$ cat src/rtl/pfm_pkg.sv
package pfm_pkg;
  typedef enum logic [1:0] {
    ST_ARMED   = 2'd0,
    ST_RESTORE = 2'd1,
    ST_READY   = 2'd2
  } pfm_state_e;

  function automatic int unsigned restore_cycles(input int unsigned clk_mhz,
                                                 input int unsigned window_us);
    return clk_mhz * window_us;
  endfunction
endpackage

$ cat src/rtl/pfm_sync.sv
module pfm_sync #(
  parameter int unsigned W       = 3,
  parameter int unsigned STAGES  = 2,
  parameter logic [W-1:0] RST_VAL = '0
) (
  input  logic         clk,
  input  logic         rst_n,
  input  logic [W-1:0] d,
  output logic [W-1:0] q
);
  logic [W-1:0] stg [STAGES];

  for (genvar i = 0; i < STAGES; i++) begin : g_stage
    logic [W-1:0] stg_in;
    if (i == 0) begin : g_first
      assign stg_in = d;
    end else begin : g_rest
      assign stg_in = stg[i-1];
    end
    always_ff @(posedge clk or negedge rst_n) begin
      if (!rst_n) stg[i] <= RST_VAL;
      else        stg[i] <= stg_in;
    end
  end

  assign q = stg[STAGES-1];
endmodule

$ cat src/rtl/pfm_restore_timer.sv
module pfm_restore_timer #(
  parameter int unsigned CYCLES = 137500,
  localparam int unsigned CW = (CYCLES > 1) ? $clog2(CYCLES) : 1
) (
  input  logic clk,
  input  logic rst_n,
  input  logic load,
  input  logic abort,
  output logic done
);
  logic [CW-1:0] cnt_q, cnt_d;
  logic          cnt_en;

  always_comb begin
    cnt_en = 1'b0;
    cnt_d  = cnt_q;
    if (abort) begin
      cnt_en = 1'b1;
      cnt_d  = '0;
    end else if (load) begin
      cnt_en = 1'b1;
      cnt_d  = CW'(CYCLES - 1);
    end else if (cnt_q != '0) begin
      cnt_en = 1'b1;
      cnt_d  = cnt_q - 1'b1;
    end
  end

  always_ff @(posedge clk or negedge rst_n) begin
    if (!rst_n)      cnt_q <= '0;
    else if (cnt_en) cnt_q <= cnt_d;
  end

  assign done = (cnt_q == '0);
endmodule

$ cat src/rtl/pfm_recall_fsm.sv
module pfm_recall_fsm
  import pfm_pkg::*;
(
  input  logic       clk,
  input  logic       rst_n,
  input  logic       lo,
  input  logic       hi,
  input  logic       wr_state,
  input  logic       tmr_done,
  output logic       tmr_load,
  output logic       tmr_abort,
  output pfm_state_e state,
  output logic       start_q,
  output logic       warn_q
);
  pfm_state_e state_d;
  logic       launch, finish;
  logic       warn_en, warn_d;

  always_comb begin
    state_d = state;
    launch  = 1'b0;
    finish  = 1'b0;
    tmr_abort = 1'b0;
    unique case (state)
      ST_ARMED: begin
        if (hi && !lo) begin
          state_d = ST_RESTORE;
          launch  = 1'b1;
        end
      end
      ST_RESTORE: begin
        if (lo) begin
          state_d   = ST_ARMED;
          tmr_abort = 1'b1;
        end else if (tmr_done) begin
          state_d = ST_READY;
          finish  = 1'b1;
        end
      end
      ST_READY: begin
        if (lo) state_d = ST_ARMED;
      end
      default: state_d = ST_ARMED;
    endcase
  end

  assign tmr_load = launch;
  assign warn_en  = launch | finish;
  assign warn_d   = finish & wr_state;

  always_ff @(posedge clk or negedge rst_n) begin
    if (!rst_n) begin
      state   <= ST_ARMED;
      start_q <= 1'b0;
    end else begin
      state   <= state_d;
      start_q <= launch;
    end
  end

  always_ff @(posedge clk or negedge rst_n) begin
    if (!rst_n)       warn_q <= 1'b0;
    else if (warn_en) warn_q <= warn_d;
  end

  // the start strobe never lasts two cycles
  a_r3_start_single: assert property (@(posedge clk) disable iff (!rst_n)
    start_q |=> !start_q);

  // the warning can only rise as a restore hands over to ready
  a_r8_warn_at_end: assert property (@(posedge clk) disable iff (!rst_n)
    $rose(warn_q) |-> (state == ST_READY && $past(state) == ST_RESTORE));

  // a strobe only comes out of the armed state
  a_r9_start_from_armed: assert property (@(posedge clk) disable iff (!rst_n)
    start_q |-> ($past(state) == ST_ARMED && state == ST_RESTORE));
endmodule

$ cat src/rtl/pwr_recall_supervisor.sv
module pwr_recall_supervisor
  import pfm_pkg::*;
#(
  parameter int unsigned CLK_MHZ     = 250,
  parameter int unsigned RESTORE_US  = 550,
  parameter int unsigned SYNC_STAGES = 2
) (
  input  logic clk,
  input  logic rst_n,
  input  logic sup_below_lo,
  input  logic sup_above_hi,
  input  logic sup_below_mid,
  input  logic wr_state,
  output logic recall_start,
  output logic access_block,
  output logic store_inhibit,
  output logic wr_corrupt_warn
);
  localparam int unsigned RESTORE_CYCLES = restore_cycles(CLK_MHZ, RESTORE_US);
  localparam int unsigned NFLAG = 3;
  localparam logic [NFLAG-1:0] FLAG_RST = 3'b101; // {mid, hi, lo}: supply assumed low

  logic             rst_meta, rst_int_n;
  logic [NFLAG-1:0] flags_raw, flags_s;
  logic             lo_s, hi_s, mid_s;
  logic             tmr_load, tmr_abort, tmr_done;
  pfm_state_e       state;

  always_ff @(posedge clk or negedge rst_n) begin
    if (!rst_n) begin
      rst_meta  <= 1'b0;
      rst_int_n <= 1'b0;
    end else begin
      rst_meta  <= 1'b1;
      rst_int_n <= rst_meta;
    end
  end

  assign flags_raw = {sup_below_mid, sup_above_hi, sup_below_lo};

  pfm_sync #(.W(NFLAG), .STAGES(SYNC_STAGES), .RST_VAL(FLAG_RST)) u_sync (
    .clk  (clk),
    .rst_n(rst_int_n),
    .d    (flags_raw),
    .q    (flags_s)
  );

  assign lo_s  = flags_s[0];
  assign hi_s  = flags_s[1];
  assign mid_s = flags_s[2];

  pfm_restore_timer #(.CYCLES(RESTORE_CYCLES)) u_timer (
    .clk  (clk),
    .rst_n(rst_int_n),
    .load (tmr_load),
    .abort(tmr_abort),
    .done (tmr_done)
  );

  pfm_recall_fsm u_fsm (
    .clk      (clk),
    .rst_n    (rst_int_n),
    .lo       (lo_s),
    .hi       (hi_s),
    .wr_state (wr_state),
    .tmr_done (tmr_done),
    .tmr_load (tmr_load),
    .tmr_abort(tmr_abort),
    .state    (state),
    .start_q  (recall_start),
    .warn_q   (wr_corrupt_warn)
  );

  assign access_block  = (state != ST_READY);
  assign store_inhibit = mid_s;

  // access opens only once the restore counter has run out
  a_r4_open_after_timer: assert property (@(posedge clk) disable iff (!rst_int_n)
    $fell(access_block) |-> $past(tmr_done));

  // a restore strobe always comes with access closed
  a_r3_start_blocks: assert property (@(posedge clk) disable iff (!rst_int_n)
    recall_start |-> access_block);

  // a synchronised brown-out closes access on the next edge
  a_r6_low_blocks: assert property (@(posedge clk) disable iff (!rst_int_n)
    lo_s |=> access_block);

  // no strobe while the brown-out flag was set
  a_r10_no_start_low: assert property (@(posedge clk) disable iff (!rst_int_n)
    recall_start |-> !$past(lo_s));
endmodule

$ cat config.mk
export PLATFORM = sky130hd
export DESIGN_NAME = pwr_recall_supervisor
export DESIGN_NICKNAME = d
export VERILOG_FILES = /design/src/rtl/pfm_pkg.sv /design/src/rtl/pfm_sync.sv /design/src/rtl/pfm_restore_timer.sv /design/src/rtl/pfm_recall_fsm.sv /design/src/rtl/pwr_recall_supervisor.sv
export SDC_FILE = /design/constraint.sdc
export NUM_CORES = 1
export LEC_CHECK = 0
export ABC_AREA = 1
export BUFFER_PORTS_ARGS = -buffer_cell sky130_fd_sc_hd__buf_2
export CAP_MARGIN = 20
export CORE_UTILIZATION = 50
export DETAILED_ROUTE_END_ITERATION = 16
export HOLD_SLACK_MARGIN = 0.02
export PLACE_DENSITY = 0.68
export SLEW_MARGIN = 20
export SYNTH_ARGS = -nofsm -noshare
export SYNTH_HDL_FRONTEND = slang
export SYNTH_SLANG_ARGS = --single-unit
export TNS_END_PERCENT = 50
$ cat constraint.sdc
create_clock -name clk -period 1.05 [get_ports clk]
set_clock_uncertainty 0.05 [all_clocks]
set_input_delay 0 -clock clk [delete_from_list [all_inputs] [get_ports clk]]
set_output_delay 0 -clock clk [all_outputs]
set_load 0.005 [all_outputs]
[After elaboration in Yosys (flattened, before gate mapping)]
Index checks and enable logic that the tools add are counted.
Storage, ports and cells
  bits in registers: 30
  input bits: 6
  logic and storage cells: 43
Cells by class
  equality and inequality tests: 6
  reductions and logical operators: 8
  add/subtract/negate cells: 1
  bitwise logic cells: 2
  mux-type cells: 18
Operators with widths (number)
  $mux W18: 3
  $logic_not A18 Y1: 1
  $reduce_bool A18 Y1: 1
  $sub A18 B1 Y18 const B: 1
  $mux W1: 10
  $mux W2: 4
  $pmux W2 S3: 1
  $ne A2 B2 Y1 const B: 2
  $ne A3 B3 Y1 const B: 1
  $reduce_and A3 Y1: 1
  $reduce_bool A3 Y1: 1
  $eq A2 B1 Y1 const B: 1
  $eq A2 B2 Y1 const B: 1
  $logic_not A2 Y1: 1
  $ne A2 B1 Y1 const B: 1
  $reduce_and A2 Y1: 1
  $and A1 B1 Y1: 1
  $logic_and A1 B1 Y1: 1
  $logic_not A1 Y1: 1
  $or A1 B1 Y1: 1

[Depth between registers and ports, before layout]
  depth after elaboration: 7
  mapped depth: 9

[Modules after synthesis]
Synthesis repeated with hierarchy kept, for this count alone.
Second synthesis, totals
  cell total of the unflattened synthesis: 199
  area, all modules: 1544.0 µm²
By module, submodules not included
  pfm_restore_timer: cells each 165, sequential area each 450.4 µm², times used 1, area each 1137.3 µm²
  pfm_recall_fsm: cells each 23, sequential area each 100.1 µm², times used 1, area each 190.2 µm²
  pfm_sync: cells each 6, sequential area each 155.1 µm², times used 1, area each 155.1 µm²
  pwr_recall_supervisor: cells each 5, sequential area each 50.0 µm², times used 1, area each 61.3 µm²

[Worst setup path before layout]
OpenSTA, ideal clock, no wires.
  path type: register to register
  start point: register u_timer.cnt_q[0]
  end point: register u_fsm.warn_q
  setup slack: -417 ps
  data arrival time: 1301 ps
  cell stages (with the launch flop): 10
  cell sequence: dfrtp_1 inv_1 ha_1 nand3_2 nor2_2 nand2_2 nor2_4 nand2_2 nand2_1 nand2_1
Between the ends
  word-level cells in the longest chain between the ends: 5
Ends and longest elaborated chain
  start: declaration: RTL line pfm_restore_timer.sv:11  | logic [CW-1:0] cnt_q, cnt_d;
  start signal: assignment: RTL line pfm_restore_timer.sv:31  | else if (cnt_en) cnt_q <= cnt_d;
  $logic_not A18 Y1 *: RTL line pfm_restore_timer.sv:34  | assign done = (cnt_q == '0);
  $mux W1 *: RTL line pfm_recall_fsm.sv:36  | end else if (tmr_done) begin
  $mux W1 *: RTL line pfm_recall_fsm.sv:33  | if (lo) begin
  $mux W1 *: RTL line pfm_recall_fsm.sv:25  | unique case (state)
  $and A1 B1 Y1 / $or A1 B1 Y1 (equally long branches): RTL line pfm_recall_fsm.sv:50, pfm_recall_fsm.sv:49
  end signal: assignment: RTL line pfm_recall_fsm.sv:64  | else if (warn_en) warn_q <= warn_d;
  end: declaration: RTL line pfm_recall_fsm.sv:14  | output logic warn_q
Every way passes the cells marked *; elsewhere a longest branch is shown, timed or not.
A chain may end at the register's enable or synchronous reset.

[Worst setup path after layout]
  start point: register u_timer.cnt_q[8]
  end point: register u_timer.cnt_q[0]
Between the ends
  word-level cells in the longest chain between the ends: 5
Ends and longest elaborated chain
  $reduce_bool A18 Y1 *: RTL line pfm_restore_timer.sv:23  | end else if (cnt_q != '0) begin
  $mux W1: RTL line pfm_restore_timer.sv:23
  $mux W1: RTL line pfm_restore_timer.sv:20  | end else if (load) begin
  $mux W1: RTL line pfm_restore_timer.sv:17  | if (abort) begin
  $reduce_and A2 Y1 (no source line) *
Marked as above.

==> metrics.yaml <==
htreeDepth: 2
hpwl_um: 2800
vias: 1883
layout_min_cycle_time_ns: 1.74
rsz0062_at_grt: "true"
status: "complete, but fails checks"
synth_fp_nets: 210
cts_max_path_buffers: 2
antenna_cells: 0
comb_power_share_pct: 62.1
finalMaxSlewViolations: 0
grt_antenna_before_repair: 0
reg2reg_slack_ns: -0.69
cts_buffers: 5
synthDistinctLibCells: 27
worstRegToRegCells: 8
ios: 10
syn_area_um2: 1580
drive_gt1_share_pct: 55.2
internal_power_uw: 3850
ant_nets: 0
fillers: 136
nets: 305
cts_tree: "built"
vdd_drop_max_mv: 1.68
fp-row-count: 20
global_route.overflow_total: 0
fp.dieH_um: 58.2
numClockSinks: 30
ys_seq_area_share_pct: 47.8
clock_latency_ns: 0.37
cellPowerDensity_nw_per_um2: 2640
cts-root-buf: "clkbuf_4"
grt_util_all_layers_pct: 33.4
area_delta_synth_final_pct: 65.7
crit_chain: "nor2_4 > nand2_2 > nor2_4 > buf_4 > nand4_1 > buf_4 > nand3_2 > nand2_1"
finish.utilization_pct: 86.6
hold_violations: 0
globalplace.congestion: 0.894
p_leak_uw: 0.00131
core_um2: 3030
die_area_um2: 3390
cp_slowest_stage_delay_ns: 0.47
power_frac_seq_pct: 26.4
io_buffers: 9
worst_slack_ns: -0.686
fin_crit_sh_pct: 165
drt_first_pass_iters: 5
grt_pass1_vias: 1748
setup_viol: 23
synth_warnings: 0
arrival_ns: 1.93
die_w_um: 58.2
initialDrtViolationCount: 283
power_uw: 6910
failed_checks: "setup timing"
timing.fmax_mhz: 576
start_util_pct: 52.2
wl_um: 6410
cp.required_ns: 1.25
critical_path_class: "flop to flop"
p_sw_share_pct: 44.3
grt_start_max_net_pins: 18
maxCapViolCount: 0
wl_per_cell_um: 18.7
clk_pin_slew_ns: 0.13
r2r_end: "u_timer.cnt_q[0]$_DFFE_PN0P_"
crit_fanout: 3
synth_seq_cells: 30
switching_power_uw: 3060
grt_pass1_wl_um: 8140
syn_area_per_cell_um2: 7.79
pwr-share-clk_pct: 11.5
syn_inst: 203
r2r_start: "u_timer.cnt_q[8]$_DFFE_PN0P_"
critPathLaunchType: "flop"
end_kind: "flop"
crit_slowest_cell: "dfrtp_2"
remaining_drc_errors: 0
hp-class: "flop to async pin"
vias_per_cell: 5.49
[Yosys cell counts]
library cell	instances	area (um2)
a21oi_1	1	5.00
inv_1	24	90.1
nor2_1	44	165
nand3_2	1	10.0
nand2_2	5	31.3
conb_1	1	3.75
nand3_1	10	50.1
dfrtp_1	26	651
ha_1	1	12.5
o21ai_0	4	20.0
dfstp_2	4	105
inv_2	2	7.51
xor2_1	1	8.76
or2_2	1	6.26
nor3_1	3	15.0
or2_1	1	6.26
nor3_4	1	16.3
clkbuf_1	1	3.75
xnor2_1	1	8.76
nand2_1	46	173
nand3b_1	1	7.51
buf_2	1	5.00
nand4_1	10	62.6
nor2_2	5	31.3
nor2_4	6	67.6
nand4_2	1	12.5
and2_1	1	6.26
[registers in the layout, summed over array words and instances (netlist names)]
| signal | cells |
|---|---|
| u_fsm.start_q | 1 |
| rst_meta | 1 |
| u_sync.q | 3 |
| rst_int_n | 1 |
| u_sync.g_stage.stg_in | 3 |
| u_timer.cnt_q | 18 |
| u_fsm.warn_q | 1 |
| u_fsm.state | 2 |
[worst max-delay path by stage]
stage / startpoint / endpoint / slack [ns] / cells past startpoint
after floorplan: u_timer.cnt_q[0]$_DFFE_PN0P_ / u_timer.cnt_q[0]$_DFFE_PN0P_ / -0.30 / 8
after global placement: u_timer.cnt_q[9]$_DFFE_PN0P_ / u_timer.cnt_q[12]$_DFFE_PN0P_ / -0.48 / 7
after detailed placement: u_timer.cnt_q[9]$_DFFE_PN0P_ / u_timer.cnt_q[12]$_DFFE_PN0P_ / -0.58 / 7
after CTS: u_timer.cnt_q[5]$_DFFE_PN0P_ / u_timer.cnt_q[0]$_DFFE_PN0P_ / -0.52 / 8
after global routing: u_timer.cnt_q[9]$_DFFE_PN0P_ / u_timer.cnt_q[15]$_DFFE_PN0P_ / -0.75 / 9
final: u_timer.cnt_q[8]$_DFFE_PN0P_ / u_timer.cnt_q[0]$_DFFE_PN0P_ / -0.69 / 8
[timing repair]
| item | 4_1_cts | 5_1_grt |
|---|---|---|
| hold buffers | 6 | 0 |
| pin swaps | 27 | 19 |
| endpoints found under the setup margin | 22 | 24 |
| endpoints found under the hold margin | 6 | 0 |
| cloned | 2 | 0 |
| setup buffers | 22 | 11 |
| resized for setup | 44 | 33 |
[placed cells by master, fill, tap and decap left out, types with 2 or more instances in the layout]
| master | Yosys | layout |
|---|---|---|
| nor2_2 | 5 | 11 |
| buf_6 | 0 | 13 |
| nand4_1 | 10 | 10 |
| inv_2 | 2 | 11 |
| nor2_4 | 6 | 20 |
| buf_2 | 1 | 8 |
| nor3_1 | 3 | 2 |
| dfrtp_1 | 26 | 22 |
| inv_1 | 24 | 13 |
| dfrtp_2 | 0 | 4 |
| clkbuf_4 | 0 | 5 |
| o21ai_0 | 4 | 3 |
| clkinvlp_4 | 0 | 3 |
| nand3_2 | 1 | 2 |
| nand2_4 | 0 | 3 |
| dfstp_2 | 4 | 4 |
| nand3_1 | 10 | 8 |
| nor2_1 | 44 | 25 |
| nand2_1 | 46 | 37 |
| nand2_2 | 5 | 11 |
| buf_4 | 0 | 62 |
| dlygate4sd3_1 | 0 | 6 |
[power groups by stage]
stage                     sequential, uW  combinational (uW)  clock, uW
after floorplan                     1690                1370          0
after global placement              1720                2380          0
after detailed placement            1740                2460          0
after CTS                           1720                3260        757
after global routing                1840                4540        840
final                               1820                4290        795
[final cells by class]
type                            count  area (um2)  share of cell area (%)
Tap cell                           44        55.1                    2.10
Sequential cell                    30         761                    29.0
Clock buffer                        6        51.3                    1.96
Clock inverter                      2        12.5                   0.477
Multi-Input combinational cell    146         925                    35.3
Inverter                           26         105                    4.01
Timing Repair Buffer               89         712                    27.2
[cell families (layout without fill, tap and decap cells)]
group | count (synthesis) | count (layout) | share of synthesized area (%)
compound gates | 5 | 5 | 1.58
xor+xnor | 2 | 2 | 1.11
fa+ha+maj | 1 | 1 | 0.791
buf+inv | 28 | 123 | 6.72
flops | 30 | 30 | 47.8
other cells | 1 | 1 | 0.237
simple gates | 136 | 137 | 41.8
[critical path, delay by kind of cell, from the launching register on]
family | cells | cell delay, ns
DFF | 1 | 0.47
and+or+nand+nor | 6 | 0.72
buffers and inverters | 2 | 0.39
[per-layer routing]
metal	part of all wire [%]	routed length (um)	track usage [%]
met5	0	0	0
met4	6.9	442	17.3
met3	8.1	521	8.04
met2	49	3140	58.5
met1	36	2300	37.7
[stage by stage]
step / std cells / worst slack [ns] / instance area [um2] / TNS (ns) / hold WS, ns
after global routing: 343 / -0.752 / 2620 / -13.13 / 0.148
after floorplan: 203 / -0.302 / 1600 / -5.94 / -0.346
after global placement: 295 / -0.480 / 2000 / -8.45 / -0.265
after detailed placement: 295 / -0.577 / 2000 / -9.73 / -0.264
final: 343 / -0.686 / 2620 / -12.45 / 0.126
after CTS: 332 / -0.517 / 2420 / -9.05 / 0.138
(Power assumes the default switching activity.)
